===== src/rtl/timer_pkg.sv =====
package timer_pkg;
    localparam int CNT_W    = 12;
    localparam int LO_W     = 8;
    localparam int HI_W     = CNT_W - LO_W;
    localparam int NUM_TAPS = 2;
    localparam int FAST_TAP = 6;
    localparam int SLOW_TAP = 9;

    typedef struct packed {
        logic [CNT_W-1:0] cnt;
    } cnt_st_t;

    typedef struct packed {
        logic [LO_W-1:0] data;
        logic [HI_W-1:0] shadow;
    } rd_st_t;
endpackage


===== src/rtl/ut_counter.sv =====
module ut_counter
    import timer_pkg::*;
(
    input  logic             clk_i,
    input  logic             rst_ni,
    input  logic             step_i,
    output logic [CNT_W-1:0] cnt_q_o,
    output logic [CNT_W-1:0] cnt_d_o
);
    cnt_st_t st_d, st_q;

    always_comb begin
        st_d = st_q;
        if (step_i) begin
            st_d.cnt = st_q.cnt + CNT_W'(1);
        end
    end

    always_ff @(posedge clk_i or negedge rst_ni) begin
        if (!rst_ni) begin
            st_q <= '0;
        end else begin
            st_q <= st_d;
        end
    end

    assign cnt_q_o = st_q.cnt;
    assign cnt_d_o = st_d.cnt;
endmodule


===== src/rtl/ut_rise_tap.sv =====
module ut_rise_tap (
    input  logic clk_i,
    input  logic rst_ni,
    input  logic cur_i,
    input  logic nxt_i,
    output logic pulse_o
);
    logic pulse_d, pulse_q;

    always_comb begin
        pulse_d = nxt_i & ~cur_i;
    end

    always_ff @(posedge clk_i or negedge rst_ni) begin
        if (!rst_ni) begin
            pulse_q <= 1'b0;
        end else begin
            pulse_q <= pulse_d;
        end
    end

    assign pulse_o = pulse_q;
endmodule


===== src/rtl/ut_readport.sv =====
module ut_readport
    import timer_pkg::*;
(
    input  logic             clk_i,
    input  logic             rst_ni,
    input  logic             rd_lo_i,
    input  logic             rd_hi_i,
    input  logic [CNT_W-1:0] cnt_i,
    output logic [LO_W-1:0]  data_o,
    output logic [HI_W-1:0]  shadow_o
);
    localparam int PAD_W = LO_W - HI_W;

    rd_st_t st_d, st_q;

    always_comb begin
        st_d = st_q;
        if (rd_lo_i) begin
            st_d.data   = cnt_i[LO_W-1:0];
            st_d.shadow = cnt_i[CNT_W-1:LO_W];
        end else if (rd_hi_i) begin
            st_d.data   = {{PAD_W{1'b0}}, st_q.shadow};
        end
    end

    always_ff @(posedge clk_i or negedge rst_ni) begin
        if (!rst_ni) begin
            st_q <= '0;
        end else begin
            st_q <= st_d;
        end
    end

    assign data_o   = st_q.data;
    assign shadow_o = st_q.shadow;
endmodule


===== src/rtl/usec_timer.sv =====
module usec_timer
    import timer_pkg::*;
(
    input  logic       clk_i,
    input  logic       rst_ni,
    input  logic       us_en_i,
    input  logic       rd_lo_i,
    input  logic       rd_hi_i,
    output logic [7:0] rd_data_o,
    output logic       tick_fast_o,
    output logic       tick_slow_o
);
    logic [CNT_W-1:0]    cnt_q;
    logic [CNT_W-1:0]    cnt_d;
    logic [HI_W-1:0]     shadow_q;
    logic [NUM_TAPS-1:0] tick;

    ut_counter u_cnt (
        .clk_i   (clk_i),
        .rst_ni  (rst_ni),
        .step_i  (us_en_i),
        .cnt_q_o (cnt_q),
        .cnt_d_o (cnt_d)
    );

    for (genvar g = 0; g < NUM_TAPS; g++) begin : g_tap
        localparam int TB = (g == 0) ? FAST_TAP : SLOW_TAP;
        ut_rise_tap u_tap (
            .clk_i   (clk_i),
            .rst_ni  (rst_ni),
            .cur_i   (cnt_q[TB]),
            .nxt_i   (cnt_d[TB]),
            .pulse_o (tick[g])
        );
    end

    ut_readport u_rd (
        .clk_i    (clk_i),
        .rst_ni   (rst_ni),
        .rd_lo_i  (rd_lo_i),
        .rd_hi_i  (rd_hi_i),
        .cnt_i    (cnt_q),
        .data_o   (rd_data_o),
        .shadow_o (shadow_q)
    );

    assign tick_fast_o = tick[0];
    assign tick_slow_o = tick[1];
endmodule


===== config.mk =====
export PLATFORM = sky130hd
export DESIGN_NAME = usec_timer
export DESIGN_NICKNAME = d
export VERILOG_FILES = /design/src/rtl/timer_pkg.sv /design/src/rtl/ut_counter.sv /design/src/rtl/ut_rise_tap.sv /design/src/rtl/ut_readport.sv /design/src/rtl/usec_timer.sv
export SDC_FILE = /design/constraint.sdc
export NUM_CORES = 1
export LEC_CHECK = 0
export BUFFER_PORTS_ARGS = -buffer_cell sky130_fd_sc_hd__buf_2
export CAP_MARGIN = 20
export CORE_MARGIN = 4
export CORE_UTILIZATION = 50
export DETAILED_ROUTE_END_ITERATION = 8
export PLACE_DENSITY = 0.73
export SLEW_MARGIN = 20
export SYNTH_ARGS = -nofsm -noshare
export SYNTH_HDL_FRONTEND = slang
export SYNTH_HIERARCHICAL = 1
export SYNTH_SLANG_ARGS = --single-unit

===== constraint.sdc =====
create_clock -name clk_i -period 1.85 [get_ports clk_i]
set_clock_uncertainty 0.1 [all_clocks]
set_input_delay 0.2775 -clock clk_i [delete_from_list [all_inputs] [get_ports clk_i]]
set_output_delay 0.2775 -clock clk_i [all_outputs]
set_load 0.05 [all_outputs]

# After elaboration in Yosys (flattened, before gate mapping)
# Cells that the tools add are included.
# W data, S select, Z words.
[totals]
reg_bits = 26
output_inout_bits = 10
elab_cells = 15
[classes]
addsub = 1
n_mux = 3
bitwise_logic = 4
reduce_logical = 1
[ops]
columns = ["op", "count"]
rows = [
  ["$mux W8", 2],
  ["$add A12 B1 Y12 const B", 1],
  ["$mux W10", 1],
  ["$and A1 B1 Y1", 2],
  ["$not A1 Y1", 2],
  ["$reduce_bool A2 Y1", 1],
]

# Logic depth before layout (Yosys ltp)
# Gate-level depths: netlist of run 1.
[depth]
ltp_word = 3
ltp_mapped = 5

# Hierarchy
# The synthesis of run 1 kept the hierarchy.
[modules_own_cells]
columns = ["module", "instances", "cells_each", "area_per_inst_um2"]
rows = [
  ["ut_counter", 1, 43, 545.5],
  ["ut_readport", 1, 36, 496.7],
  ["ut_rise_tap", 2, 2, 38.8],
]

# Least setup slack after synthesis of run 1
# No wires, ideal clock.
[synth_timing]
path_kind = "register to register"
startpoint = "reg u_cnt.st_q, in the netlist u_cnt/cnt_q_o[0]"
endpoint = "reg g_tap[0].u_tap.pulse_q"
setup_time_ns = 0.124
arrival_ns = 1.140
path_slack_ns = 0.486
stages_incl_launch_ff = 6
n_path_buf = 0
synth_period_minus_slack_ns = 1.364
path_cell_list = "dfrtp_1 -> ha_1 -> and3_1 -> nand4_1 -> xnor2_1 -> nor2b_4"
[synth_between]
elab_chain_cells = 3
[synth_lines]
columns = ["element", "line", "rtl"]
rows = [
  ["start: declaration", "ut_counter.sv:10", "cnt_st_t st_d, st_q;"],
  ["start signal: assignment", "ut_counter.sv:23", "st_q <= st_d;"],
  ["$add A12 B1 Y12", "ut_counter.sv:15", "st_d.cnt = st_q.cnt + CNT_W'(1);"],
  ["$mux W10", "ut_counter.sv:14", "if (step_i) begin"],
  ["net cnt_d[6]", "usec_timer.sv:14", "logic [CNT_W-1:0] cnt_d;"],
  ["$and A1 B1 Y1", "ut_rise_tap.sv:11", "pulse_d = nxt_i & ~cur_i;"],
  ["net g_tap[0].u_tap.pulse_d", "ut_rise_tap.sv:8", "logic pulse_d, pulse_q;"],
  ["end signal: assignment", "ut_rise_tap.sv:18", "pulse_q <= pulse_d;"],
  ["end: declaration", "ut_rise_tap.sv:8", ""],
]
# The timed path passes the listed nets, and every way through them passes these cells.
# A chain may end at the register's enable or synchronous reset.

# Worst setup path after layout of run 1
# Ends and elaborated chain as after synthesis.

==> flow_results.xml, run 1 <==
<?xml version="1.0" encoding="UTF-8"?>
<metrics>
  <group name="floorplan">
    <metric name="io-pin-count" unit="">15</metric>
    <metric name="dieArea" unit="um2">3060</metric>
    <metric name="core_region_area" unit="um2">2040</metric>
    <metric name="die_h" unit="um">55.3</metric>
    <metric name="rows" unit="">16</metric>
    <metric name="die_width" unit="um">55.3</metric>
    <metric name="start_util" unit="%">54.8</metric>
  </group>
  <group name="critical_path">
    <metric name="crit_chain" unit="">ha_1 -&gt; and3_1 -&gt; nand4_1 -&gt; xnor2_1 -&gt; nor2b_4</metric>
    <metric name="worstSetupStartpointType" unit="">flop</metric>
    <metric name="worst-path-buf-inv" unit="">0</metric>
    <metric name="endpoint_kind" unit="">flop</metric>
    <metric name="critical_setup_path_class" unit="">reg -&gt; reg</metric>
    <metric name="worst_ep_arrival_time" unit="ns">1.75</metric>
    <metric name="endpoint_required_time_on_the_critical_path" unit="ns">2.01</metric>
    <metric name="critical-path-max-stage-delay" unit="ns">0.47</metric>
    <metric name="cp_slowest_cell" unit="">sky130_fd_sc_hd__dfrtp_1</metric>
    <metric name="cell_family_with_the_largest_share_of_critical_path_delay" unit="">simple AND/OR/NAND/NOR gates</metric>
    <metric name="worstReg2RegEnd" unit="">g_tap[0].u_tap/pulse_o</metric>
    <metric name="worst-path-max-fanout" unit="">4</metric>
    <metric name="reg2reg_setup_slack" unit="ns">0.26</metric>
    <metric name="timing.rr.start" unit="">u_cnt/cnt_q_o[0]</metric>
    <metric name="worstRegToRegCells" unit="">5</metric>
  </group>
  <group name="routing">
    <metric name="drc_errors_left" unit="">0</metric>
    <metric name="drt-vias-per-instance" unit="">5.12</metric>
    <metric name="detailedRoute.firstPassIterationCount" unit="">4</metric>
    <metric name="first_iter_violations" unit="">9</metric>
    <metric name="wl_per_cell" unit="um">14.7</metric>
    <metric name="detail-route-antenna-nets" unit="">0</metric>
    <metric name="drt-total-wl" unit="mm">1.83</metric>
    <metric name="detailroute.via_count" unit="">640</metric>
  </group>
  <group name="clock_tree">
    <metric name="numClockSinks" unit="">26</metric>
    <metric name="clock_latency" unit="ns">0.31</metric>
    <metric name="cts-root-to-sink-buffers" unit="">2</metric>
    <metric name="htree_num_levels" unit="">1</metric>
    <metric name="clk_pin_slew_worst_paths" unit="ns">0.13</metric>
    <metric name="cts_made_buffers" unit="">3</metric>
    <metric name="tritoncts_clock_tree" unit="">yes</metric>
    <metric name="ctsRootBufferMaster" unit="">sky130_fd_sc_hd__clkbuf_4</metric>
    <metric name="postCtsSetupBuffers" unit="">0</metric>
  </group>
  <group name="final_layout">
    <metric name="antennaDiodeCount" unit="">0</metric>
    <metric name="drive_gt1_share" unit="%">29.6</metric>
    <metric name="mostFrequentLayoutCell" unit="">sky130_fd_sc_hd__dfrtp_1</metric>
    <metric name="mostFrequentLayoutCells" unit="">sky130_fd_sc_hd__dfrtp_1 (26), sky130_fd_sc_hd__buf_2 (14), sky130_fd_sc_hd__nand2_1 (9), sky130_fd_sc_hd__xor2_1 (7), sky130_fd_sc_hd__mux2_2 (5)</metric>
    <metric name="finalInstanceArea" unit="um2">1230</metric>
    <metric name="post_layout_net_count" unit="">105</metric>
    <metric name="area_growth" unit="%">10.3</metric>
    <metric name="final_util" unit="%">60.5</metric>
  </group>
  <group name="logic_synthesis">
    <metric name="synth.yosys.seq_area_share" unit="%">58.1</metric>
    <metric name="avgSynthCellArea" unit="um2">13.5</metric>
    <metric name="synth.area.mux_share" unit="%">8.60</metric>
    <metric name="synth_nets" unit="">89</metric>
    <metric name="ys.warnings.count" unit="">6</metric>
    <metric name="synth_cell_type_count" unit="">21</metric>
    <metric name="ys_seq_elements" unit="">26</metric>
    <metric name="yosys.area_share.simple" unit="%">15.5</metric>
    <metric name="synthesized_area_fraction_occupied_by_adder_cells" unit="%">1.12</metric>
    <metric name="synth_cells" unit="">83</metric>
    <metric name="post_synth_xor_area_fraction" unit="%">8.60</metric>
    <metric name="synth_compound_gate_area_share" unit="%">4.92</metric>
    <metric name="syn_area" unit="um2">1120</metric>
    <metric name="synth_top_family_by_area" unit="">simple AND/OR/NAND/NOR gates</metric>
  </group>
  <group name="global_routing">
    <metric name="globalRouteTotalUtil" unit="%">13.3</metric>
    <metric name="grt_start_max_net_pins" unit="">27</metric>
    <metric name="grt_overflow" unit="">0</metric>
    <metric name="initial_antenna_violation_count" unit="">0</metric>
    <metric name="grt_pass1_wl" unit="mm">3.23</metric>
    <metric name="grt_pass1_vias" unit="">680</metric>
  </group>
  <group name="outcome">
    <metric name="status" unit="">finished clean</metric>
  </group>
  <group name="pwr">
    <metric name="power.share.clock" unit="%">17.3</metric>
    <metric name="pwr-share-comb" unit="%">29.4</metric>
    <metric name="pwr-share-seq" unit="%">53.3</metric>
    <metric name="vdd.ir_drop.worst" unit="V">0.000889</metric>
    <metric name="internal_dissipation" unit="uW">974</metric>
    <metric name="switching_power" unit="uW">626</metric>
    <metric name="power-per-cell-area" unit="nW/um2">1300</metric>
    <metric name="leakagePower" unit="uW">0.000637</metric>
    <metric name="switching_share" unit="%">39.1</metric>
  </group>
  <group name="min_path">
    <metric name="worst_hold_path.endpoint" unit="">u_cnt/cnt_q_o[0]</metric>
    <metric name="min_delay_worst_type" unit="">in -&gt; reg</metric>
    <metric name="origin_of_the_worst_min_delay_path" unit="">us_en_i</metric>
    <metric name="hold-path-cell-count" unit="">2</metric>
  </group>
  <group name="flow_run">
    <metric name="timing.max_cap.violations" unit="">0</metric>
  </group>
  <group name="sta">
    <metric name="final_hold_viol_count" unit="">0</metric>
    <metric name="hold-worst-slack" unit="ns">0.128</metric>
    <metric name="finalMaxSlewViolations" unit="">0</metric>
    <metric name="finalWorstPathRequiredPeriod" unit="ns">1.59</metric>
    <metric name="timing.final.setup_violations" unit="">0</metric>
    <metric name="tightest_slew" unit="ns">0.557</metric>
    <metric name="max_freq" unit="MHz">628</metric>
    <metric name="post_route_setup_tns" unit="ns">0</metric>
    <metric name="rsz0062_at_grt" unit="">no</metric>
    <metric name="slew-limit-headroom" unit="%">62.9</metric>
    <metric name="fin_worst_setup_slack" unit="ns">0.257</metric>
    <metric name="fin_crit_sh" unit="%">86.1</metric>
  </group>
  <group name="place">
    <metric name="place.gp.congestion" unit="">0.810</metric>
    <metric name="numPortBuffers" unit="">14</metric>
    <metric name="placedInstanceArea" unit="um2">1190</metric>
    <metric name="detailed_place_hpwl" unit="mm">1.33</metric>
    <metric name="dp_slack" unit="ns">0.277</metric>
  </group>
</metrics>
[synth_stat cells, drive strengths merged]
cell type  number  area share, %
xor2            7            5.5
buf             4            3.1
nand4           5            4.7
xnor2           4            3.1
ha              1            1.1
and3            1           0.56
nor4            1            1.9
a22o            4            3.1
dfrtp          26             58
mux2i           4            3.6
nor3            2           0.89
o21ai           4            1.8
mux2            5            5.0
nor2b           2            2.5
nand2           9            3.0
nor2            4            2.0
[worst max-delay path by stage]
| stage | to | slack [ns] | startpoint | depth (start not counted) |
|---|---|---|---|---|
| after floorplan | g_tap[0].u_tap/pulse_o | 0.49 | u_cnt/cnt_q_o[0] | 5 |
| after global routing | g_tap[0].u_tap/pulse_o | 0.10 | u_cnt/cnt_q_o[0] | 5 |
| after detailed placement | g_tap[0].u_tap/pulse_o | 0.28 | u_cnt/cnt_q_o[0] | 5 |
| after global placement | g_tap[0].u_tap/pulse_o | 0.36 | u_cnt/cnt_q_o[0] | 5 |
| after CTS | g_tap[0].u_tap/pulse_o | 0.24 | u_cnt/cnt_q_o[0] | 5 |
| final | g_tap[0].u_tap/pulse_o | 0.26 | u_cnt/cnt_q_o[0] | 5 |
[flip-flops by register name, summed over array words and instances, names as in the netlist]
signal	flops
u_cnt/cnt_q_o	12
u_rd/data_o	8
g_tap.u_tap/pulse_o	2
u_rd/shadow_o	4
[logic make-up (layout without fill, tap and decap cells)]
| group | Yosys count | after routing |
|---|---|---|
| fa+ha+maj | 1 | 1 |
| buf+inv | 4 | 19 |
| simple gates | 24 | 24 |
| mux | 9 | 9 |
| xor+xnor | 11 | 11 |
| compound gates | 8 | 8 |
| flops | 26 | 26 |
[per-layer routing]
layer,vias to the layer above,routed length [um],global-route usage [%]
met1,307,874,18.9
li1,315,-,-
met2,14,859,19.9
met4,0,28,5.21
met3,4,71,2.56
met5,-,0,0
[area by class of cell]
class / instances / area (um2)
clock buffers: 4 / 36.3
fillers: 174 / 807
repair buffers: 15 / 80.1
well taps: 27 / 33.8
flip-flops and latches: 26 / 651
multi-input cells: 53 / 434
[per-stage QoR]
step / cells / power, uW
CTS: 125 / 1620
global placement: 120 / 1320
detailed placement: 120 / 1340
floorplan: 83 / 1210
global route: 125 / 1700
finish: 125 / 1600
[power groups by stage]
stage	clock, uW	combinational, uW	sequential [uW]
global route	313	510	878
finish	277	470	854
detailed placement	0	472	866
CTS	286	476	855
floorplan	0	191	1020
global placement	0	467	858
[what timing repair did]
item                       CTS  global route
gates resized for setup      0             0
hold endpoints to repair    26             0
hold buffers                 1             0
setup endpoints to repair    0             0
Note: power is estimated with default switching activity, not from simulation.
==> inputs of run 2 (changes only) <==
Settings changed: ABC_AREA from default to 1.
==> run 2 against run 1 <==
Against the previous run:
- cell count rose by 38%
- sequential cell count unchanged
- sequential share of layout area shrank 2.0 points
- core utilization down 2.5 points
- clock power fell by 21%
- wire length rose by 4.6%
- maximum frequency grew 7.5%
- first-iteration DRC count rose by 67%
- non-clock buffer count unchanged
- via count grew 29%
- sequential power down 2%
- count of clock-buffer cells in the layout decreased by 1
==> flow_results.xml, run 2 <==
<?xml version="1.0" encoding="UTF-8"?>
<metrics>
  <group name="critical_path">
    <metric name="timing.rr.start" unit="">u_cnt/cnt_q_o[0]</metric>
    <metric name="endpoint_required_time_on_the_critical_path" unit="ns">2.00</metric>
    <metric name="cell_family_with_the_largest_share_of_critical_path_delay" unit="">flip-flops</metric>
    <metric name="worst_setup_path_endpoint" unit="">g_tap[0].u_tap/pulse_o</metric>
    <metric name="reg2reg_setup_slack" unit="ns">0.37</metric>
    <metric name="worst-path-max-fanout" unit="">5</metric>
    <metric name="cp_num_cells" unit="">6</metric>
    <metric name="crit_chain" unit="">ha_1 -&gt; nand3_2 -&gt; nor2_4 -&gt; xor2_1 -&gt; inv_1 -&gt; nor2_2</metric>
    <metric name="cp_slowest_cell" unit="">sky130_fd_sc_hd__dfrtp_1</metric>
    <metric name="critical-path-max-stage-delay" unit="ns">0.45</metric>
    <metric name="worst_ep_arrival_time" unit="ns">1.63</metric>
    <metric name="worstSetupStartpointType" unit="">flop</metric>
    <metric name="worstReg2RegEnd" unit="">g_tap[0].u_tap/pulse_o</metric>
    <metric name="crit_start" unit="">u_cnt/cnt_q_o[0]</metric>
    <metric name="worst-path-buf-inv" unit="">1</metric>
    <metric name="critical_setup_path_class" unit="">reg -&gt; reg</metric>
    <metric name="worstRegToRegCells" unit="">6</metric>
    <metric name="endpoint_kind" unit="">flop</metric>
  </group>
  <group name="logic_synthesis">
    <metric name="synth_common_cells" unit="">sky130_fd_sc_hd__nand2_1 (50), sky130_fd_sc_hd__dfrtp_1 (26), sky130_fd_sc_hd__inv_1 (12), sky130_fd_sc_hd__nand3_1 (12)</metric>
    <metric name="ys_seq_elements" unit="">26</metric>
    <metric name="synth_cell_type_count" unit="">20</metric>
    <metric name="synth.area.top_cells" unit="">sky130_fd_sc_hd__dfrtp_1 (56%), sky130_fd_sc_hd__nand2_1 (16%), sky130_fd_sc_hd__nand3_1 (5.2%)</metric>
    <metric name="syn_area" unit="um2">1160</metric>
    <metric name="synth.yosys.seq_area_share" unit="%">56.3</metric>
    <metric name="synth.top_cell.area_share" unit="%">56.3</metric>
    <metric name="synth_cells" unit="">127</metric>
    <metric name="avgSynthCellArea" unit="um2">9.10</metric>
    <metric name="post_synth_xor_area_fraction" unit="%">4.55</metric>
    <metric name="synth_compound_gate_area_share" unit="%">0.866</metric>
    <metric name="yosys.area_share.simple" unit="%">31.1</metric>
    <metric name="synth_edf_count" unit="">0</metric>
    <metric name="synth.area.mux_share" unit="%">0.974</metric>
    <metric name="synth_nets" unit="">133</metric>
    <metric name="synth_top_area_cell" unit="">sky130_fd_sc_hd__dfrtp_1</metric>
    <metric name="async_reset_ff_share" unit="%">100</metric>
    <metric name="synth_top_family_by_area" unit="">simple AND/OR/NAND/NOR gates</metric>
    <metric name="synth-main-ff-cell" unit="">sky130_fd_sc_hd__dfrtp_1</metric>
    <metric name="synthesized_area_fraction_occupied_by_adder_cells" unit="%">1.08</metric>
    <metric name="ys.warnings.count" unit="">6</metric>
    <metric name="synth_most_common_cell" unit="">sky130_fd_sc_hd__nand2_1</metric>
  </group>
  <group name="place">
    <metric name="numPortBuffers" unit="">14</metric>
    <metric name="placedCellCount" unit="">168</metric>
    <metric name="place.gp.congestion" unit="">0.776</metric>
    <metric name="detailed_place_hpwl" unit="mm">1.45</metric>
    <metric name="dp_slack" unit="ns">0.371</metric>
  </group>
  <group name="outcome">
    <metric name="status" unit="">finished clean</metric>
  </group>
  <group name="sta">
    <metric name="finalMaxSlewViolations" unit="">0</metric>
    <metric name="tightest_slew" unit="ns">0.546</metric>
    <metric name="finalWorstPathRequiredPeriod" unit="ns">1.48</metric>
    <metric name="max_freq" unit="MHz">675</metric>
    <metric name="fin_crit_sh" unit="%">80.1</metric>
    <metric name="post_route_setup_tns" unit="ns">0</metric>
    <metric name="slew-limit-headroom" unit="%">63.6</metric>
    <metric name="hold-worst-slack" unit="ns">0.142</metric>
    <metric name="rsz0062_at_grt" unit="">no</metric>
    <metric name="fin_worst_setup_slack" unit="ns">0.369</metric>
    <metric name="final_hold_viol_count" unit="">0</metric>
    <metric name="timing.final.setup_violations" unit="">0</metric>
  </group>
  <group name="floorplan">
    <metric name="die_width" unit="um">56.1</metric>
    <metric name="io-pin-count" unit="">15</metric>
    <metric name="core_region_area" unit="um2">2210</metric>
    <metric name="dieArea" unit="um2">3150</metric>
    <metric name="start_util" unit="%">52.3</metric>
    <metric name="die_h" unit="um">56.1</metric>
    <metric name="rows" unit="">17</metric>
  </group>
  <group name="routing">
    <metric name="route.met3.wl" unit="um">75</metric>
    <metric name="wl_met1" unit="um">949</metric>
    <metric name="detailroute.via_count" unit="">825</metric>
    <metric name="drc_errors_left" unit="">0</metric>
    <metric name="top_layer" unit="">met4</metric>
    <metric name="detailedRoute.firstPassIterationCount" unit="">5</metric>
    <metric name="drt-total-wl" unit="mm">1.92</metric>
    <metric name="drt-vias-per-instance" unit="">4.80</metric>
    <metric name="first_iter_violations" unit="">15</metric>
    <metric name="wl_per_cell" unit="um">11.1</metric>
    <metric name="met2_length" unit="um">877</metric>
    <metric name="detail-route-antenna-nets" unit="">0</metric>
  </group>
  <group name="clock_tree">
    <metric name="numClockSinks" unit="">26</metric>
    <metric name="clk_pin_slew_worst_paths" unit="ns">0.12</metric>
    <metric name="htree_num_levels" unit="">1</metric>
    <metric name="postCtsSetupBuffers" unit="">0</metric>
    <metric name="tritoncts_clock_tree" unit="">yes</metric>
    <metric name="cts-root-to-sink-buffers" unit="">2</metric>
    <metric name="clock_latency" unit="ns">0.30</metric>
    <metric name="ctsRootBufferMaster" unit="">sky130_fd_sc_hd__clkbuf_4</metric>
    <metric name="cts_made_buffers" unit="">3</metric>
  </group>
  <group name="global_routing">
    <metric name="grt_start_max_net_pins" unit="">27</metric>
    <metric name="initial_antenna_violation_count" unit="">0</metric>
    <metric name="grt_pass1_wl" unit="mm">3.47</metric>
    <metric name="globalRouteTotalUtil" unit="%">13.9</metric>
    <metric name="grt_overflow" unit="">0</metric>
    <metric name="grt_pass1_vias" unit="">819</metric>
  </group>
  <group name="final_layout">
    <metric name="drive_gt1_share" unit="%">20.1</metric>
    <metric name="layout.filler_cells" unit="">209</metric>
    <metric name="antennaDiodeCount" unit="">0</metric>
    <metric name="mostFrequentLayoutCells" unit="">sky130_fd_sc_hd__nand2_1 (50), sky130_fd_sc_hd__dfrtp_1 (26), sky130_fd_sc_hd__buf_2 (14), sky130_fd_sc_hd__inv_1 (12), sky130_fd_sc_hd__nand3_1 (12)</metric>
    <metric name="post_layout_net_count" unit="">152</metric>
    <metric name="largest_register_ffs" unit="">12</metric>
    <metric name="post_layout_nonfiller_instances" unit="">172</metric>
    <metric name="mostFrequentLayoutCell" unit="">sky130_fd_sc_hd__nand2_1</metric>
    <metric name="area_growth" unit="%">10.9</metric>
  </group>
  <group name="pwr">
    <metric name="power.share.clock" unit="%">13.8</metric>
    <metric name="pwr-share-seq" unit="%">52.8</metric>
    <metric name="pwr-share-comb" unit="%">33.4</metric>
    <metric name="internal_dissipation" unit="uW">934</metric>
    <metric name="switching_power" unit="uW">654</metric>
    <metric name="switching_share" unit="%">41.2</metric>
    <metric name="leakagePower" unit="uW">0.000684</metric>
    <metric name="power-per-cell-area" unit="nW/um2">1240</metric>
    <metric name="total_power_of_the_final_layout" unit="uW">1590</metric>
    <metric name="vdd.ir_drop.worst" unit="V">0.000774</metric>
  </group>
  <group name="flow_run">
    <metric name="timing.max_cap.violations" unit="">0</metric>
  </group>
  <group name="min_path">
    <metric name="min_delay_worst_type" unit="">in -&gt; reg</metric>
  </group>
</metrics>
## run 2: worst min-delay path by stage
stage | start | to | depth (start not counted)
after floorplan | rst_ni | g_tap[0].u_tap/pulse_o | 0
after global placement | rst_ni | u_rd/data_o[0] | 1
after detailed placement | rst_ni | u_rd/data_o[0] | 1
after CTS | us_en_i | u_cnt/cnt_q_o[0] | 2
after global routing | us_en_i | u_cnt/cnt_q_o[0] | 2
final | us_en_i | u_cnt/cnt_q_o[0] | 2
## run 2: cell families (layout without fill, tap and decap cells)
family,Yosys count,count (layout)
AO/OA/AOI/OAI,2,2
adder cells (fa/ha/maj),1,1
AND/OR/NAND/NOR,77,77
flip-flops,26,26
XOR/XNOR,6,6
buffers and inverters,14,31
multiplexers,1,1
## run 2: per-stage QoR
| stage | cell area, um2 | util [%] |
|---|---|---|
| 3_3_place_gp | 1250 | 56.5 |
| 2_1_floorplan | 1160 | - |
| 4_1_cts | 1280 | 58.0 |
| 3_5_place_dp | 1250 | 56.5 |
| 5_1_grt | 1280 | 58.0 |
| 6_report | 1280 | 58.0 |
## run 2: area by class of cell
| type | count | area (um2) | area share, % |
|---|---|---|---|
| tap | 28 | 35.0 | 2.73 |
| sequential | 26 | 651 | 50.7 |
| timing repair buffer | 15 | 80.1 | 6.24 |
| clock buffer | 3 | 22.5 | 1.76 |
| inverter | 13 | 48.8 | 3.80 |
| multi-input combinational | 87 | 445 | 34.7 |
## run 2: what timing repair did
| item | CTS | global route |
|---|---|---|
| hold buffers | 1 | 0 |
| gates resized for setup | 0 | 0 |
| endpoints found under the hold margin | 26 | 0 |
| setup endpoints to repair | 0 | 0 |
## run 2: per-layer routing
metal | GRT usage, % | vias to the layer above
met3 | 2.32 | 2
met5 | 0 | -
li1 | - | 429
met4 | 6.10 | 0
met2 | 24.4 | 13
met1 | 16.4 | 381
## run 2: power groups by stage
stage | clock [uW] | combinational, uW | sequential (uW)
3_5_place_dp | 0 | 538 | 849
6_report | 219 | 530 | 839
3_3_place_gp | 0 | 524 | 835
2_1_floorplan | 0 | 216 | 1020
5_1_grt | 254 | 581 | 864
4_1_cts | 236 | 541 | 839
==> inputs of run 3 (changes only) <==
Clock period 1.85 ns to 1.4 ns, I/O delays scaled along.
==> run 3 against run 2 <==
Against the previous run:
- sequential share of layout area is 2.5 points lower
- die area is the same
- register-to-register slack worse by 0.29 ns
- critical path type unchanged
- largest cell class unchanged
==> flow_results.xml, run 3 (same netlist as run 2, synthesis figures left out) <==
<?xml version="1.0" encoding="UTF-8"?>
<metrics>
  <group name="place">
    <metric name="placedCellCount" unit="">171</metric>
    <metric name="placedInstanceArea" unit="um2">1270</metric>
    <metric name="place.gp.congestion" unit="">0.754</metric>
    <metric name="numPortBuffers" unit="">14</metric>
    <metric name="detailed_place_hpwl" unit="mm">1.50</metric>
  </group>
  <group name="final_layout">
    <metric name="mostFrequentLayoutCells" unit="">sky130_fd_sc_hd__nand2_1 (50), sky130_fd_sc_hd__dfrtp_1 (25), sky130_fd_sc_hd__buf_2 (14), sky130_fd_sc_hd__inv_1 (12), sky130_fd_sc_hd__nand3_1 (12)</metric>
    <metric name="layout.filler_cells" unit="">198</metric>
    <metric name="largest_register_ffs" unit="">12</metric>
    <metric name="area_growth" unit="%">16.9</metric>
    <metric name="finalInstanceArea" unit="um2">1350</metric>
    <metric name="post_layout_nonfiller_instances" unit="">177</metric>
    <metric name="antennaDiodeCount" unit="">0</metric>
    <metric name="post_layout_net_count" unit="">156</metric>
    <metric name="mostFrequentLayoutCell" unit="">sky130_fd_sc_hd__nand2_1</metric>
    <metric name="multiInputGateArea" unit="um2">453</metric>
    <metric name="seqCellArea" unit="um2">652</metric>
    <metric name="drive_gt1_share" unit="%">24.2</metric>
  </group>
  <group name="critical_path">
    <metric name="worstReg2RegEnd" unit="">g_tap[1].u_tap/pulse_o</metric>
    <metric name="endpoint_required_time_on_the_critical_path" unit="ns">1.52</metric>
    <metric name="critical-path-max-stage-delay" unit="ns">0.43</metric>
    <metric name="worstSetupStartpointType" unit="">flop</metric>
    <metric name="cell_family_with_the_largest_share_of_critical_path_delay" unit="">simple AND/OR/NAND/NOR gates</metric>
    <metric name="crit_chain" unit="">nand2_1 -&gt; nor2_2 -&gt; nand2_4 -&gt; o21ai_1 -&gt; nand2_1 -&gt; inv_1 -&gt; nor2_2</metric>
    <metric name="worst_ep_arrival_time" unit="ns">1.45</metric>
    <metric name="critical_setup_path_class" unit="">reg -&gt; reg</metric>
    <metric name="worst-path-max-fanout" unit="">4</metric>
    <metric name="worstRegToRegCells" unit="">7</metric>
    <metric name="cp_slowest_cell" unit="">sky130_fd_sc_hd__dfrtp_1</metric>
    <metric name="reg2reg_setup_slack" unit="ns">0.08</metric>
    <metric name="worst-path-buf-inv" unit="">1</metric>
    <metric name="endpoint_kind" unit="">flop</metric>
    <metric name="timing.rr.start" unit="">u_cnt/cnt_q_o[4]</metric>
  </group>
  <group name="routing">
    <metric name="detail-route-antenna-nets" unit="">0</metric>
    <metric name="drc_errors_left" unit="">0</metric>
    <metric name="drt-total-wl" unit="mm">2.06</metric>
    <metric name="wl_per_cell" unit="um">11.6</metric>
    <metric name="detailedRoute.firstPassIterationCount" unit="">4</metric>
    <metric name="drt-vias-per-instance" unit="">4.76</metric>
    <metric name="detailroute.via_count" unit="">842</metric>
    <metric name="first_iter_violations" unit="">14</metric>
  </group>
  <group name="floorplan">
    <metric name="die_h" unit="um">56.1</metric>
    <metric name="rows" unit="">17</metric>
    <metric name="start_util" unit="%">52.3</metric>
    <metric name="die_width" unit="um">56.1</metric>
    <metric name="io-pin-count" unit="">15</metric>
    <metric name="dieArea" unit="um2">3150</metric>
    <metric name="core_region_area" unit="um2">2210</metric>
  </group>
  <group name="clock_tree">
    <metric name="clock_latency" unit="ns">0.32</metric>
    <metric name="htree_num_levels" unit="">1</metric>
    <metric name="cts_made_buffers" unit="">3</metric>
    <metric name="clk_pin_slew_worst_paths" unit="ns">0.14</metric>
    <metric name="numClockSinks" unit="">26</metric>
    <metric name="ctsRootBufferMaster" unit="">sky130_fd_sc_hd__clkbuf_4</metric>
    <metric name="cts-root-to-sink-buffers" unit="">2</metric>
    <metric name="tritoncts_clock_tree" unit="">yes</metric>
  </group>
  <group name="pwr">
    <metric name="internal_dissipation" unit="uW">1490</metric>
    <metric name="switching_share" unit="%">37.9</metric>
    <metric name="power.share.clock" unit="%">21.0</metric>
    <metric name="vdd.ir_drop.worst" unit="V">0.00122</metric>
    <metric name="pwr-share-seq" unit="%">44.5</metric>
    <metric name="power-per-cell-area" unit="nW/um2">1770</metric>
    <metric name="pwr-share-comb" unit="%">34.5</metric>
    <metric name="leakagePower" unit="uW">0.000717</metric>
    <metric name="switching_power" unit="uW">907</metric>
  </group>
  <group name="sta">
    <metric name="rsz0062_at_grt" unit="">no</metric>
    <metric name="tightest_slew" unit="ns">0.550</metric>
    <metric name="hold-worst-slack" unit="ns">0.0752</metric>
    <metric name="max_freq" unit="MHz">755</metric>
    <metric name="finalWorstPathRequiredPeriod" unit="ns">1.32</metric>
    <metric name="slew-limit-headroom" unit="%">63.3</metric>
    <metric name="final_hold_viol_count" unit="">0</metric>
    <metric name="finalMaxSlewViolations" unit="">0</metric>
    <metric name="post_route_setup_tns" unit="ns">0</metric>
    <metric name="fin_crit_sh" unit="%">94.6</metric>
    <metric name="timing.final.setup_violations" unit="">0</metric>
  </group>
  <group name="global_routing">
    <metric name="initial_antenna_violation_count" unit="">0</metric>
    <metric name="grt_pass1_vias" unit="">842</metric>
    <metric name="use_met2" unit="%">22.9</metric>
    <metric name="grt_pass1_wl" unit="mm">3.51</metric>
    <metric name="globalRouteTotalUtil" unit="%">14.0</metric>
    <metric name="busiest_layer" unit="">met2</metric>
    <metric name="global_route.usage.met3" unit="%">3.02</metric>
    <metric name="grt_overflow" unit="">0</metric>
    <metric name="use_met1" unit="%">17.7</metric>
    <metric name="grt_start_max_net_pins" unit="">27</metric>
  </group>
  <group name="min_path">
    <metric name="hold-path-cell-count" unit="">2</metric>
    <metric name="min_delay_worst_type" unit="">in -&gt; reg</metric>
    <metric name="origin_of_the_worst_min_delay_path" unit="">us_en_i</metric>
    <metric name="worst_hold_path.endpoint" unit="">u_cnt/cnt_q_o[0]</metric>
  </group>
  <group name="flow_run">
    <metric name="timing.max_cap.violations" unit="">0</metric>
  </group>
  <group name="outcome">
    <metric name="status" unit="">finished clean</metric>
  </group>
</metrics>
==> run 3: layer usage <==
layer / vias to the layer above / part of all wire [%] / wire length (um)
met5: - / 0 / 0
met3: 2 / 4.1 / 84
met2: 13 / 46 / 954
li1: 436 / - / -
met1: 391 / 48 / 994
met4: 0 / 1.1 / 23
==> run 3: timing repair <==
item / CTS / global route
gates resized for setup: 0 / 2
setup endpoints to repair: 1 / 2
hold buffers: 1 / 0
hold endpoints to repair: 26 / 0
setup buffers: 1 / 0
pin swaps: 0 / 1
==> run 3: how the worst max path moves through the flow <==
stage,from,cells after the start,slack (ns),end
after floorplan,u_cnt/cnt_q_o[0],6,0.09,g_tap[0].u_tap/pulse_o
after CTS,u_cnt/cnt_q_o[0],6,0.05,g_tap[0].u_tap/pulse_o
after global placement,u_cnt/cnt_q_o[1],6,0.09,g_tap[0].u_tap/pulse_o
after detailed placement,u_cnt/cnt_q_o[1],6,0.005,g_tap[0].u_tap/pulse_o
after global routing,u_cnt/cnt_q_o[4],8,0.0009,g_tap[1].u_tap/pulse_o
final,u_cnt/cnt_q_o[4],7,0.08,g_tap[1].u_tap/pulse_o
==> run 3: power groups by stage <==
| stage | Combinational (uW) | Clock [uW] | Sequential (uW) |
|---|---|---|---|
| 6_report | 825 | 503 | 1070 |
| 5_1_grt | 887 | 547 | 1100 |
| 4_1_cts | 822 | 521 | 1060 |
| 3_5_place_dp | 787 | 0 | 1090 |
| 3_3_place_gp | 771 | 0 | 1080 |
| 2_1_floorplan | 286 | 0 | 1350 |
==> run 3: area by class of cell <==
type / count / area share (%)
sequential: 26 / 48.2
multi-input combinational: 87 / 33.5
timing repair buffer: 19 / 8.15
inverter: 13 / 3.61
tap: 28 / 2.59
clock inverter: 1 / 2.22
clock buffer: 3 / 1.67
==> run 3: stage by stage <==
| step | power, uW | setup WS, ns | util [%] |
|---|---|---|---|
| global placement | 1850 | 0.0885 | 57.5 |
| finish | 2390 | 0.0761 | 61.1 |
| global route | 2530 | 0.000889 | 61.1 |
| detailed placement | 1870 | 0.00507 | 57.5 |
| CTS | 2400 | 0.0528 | 60.7 |
| floorplan | 1640 | 0.0871 | - |
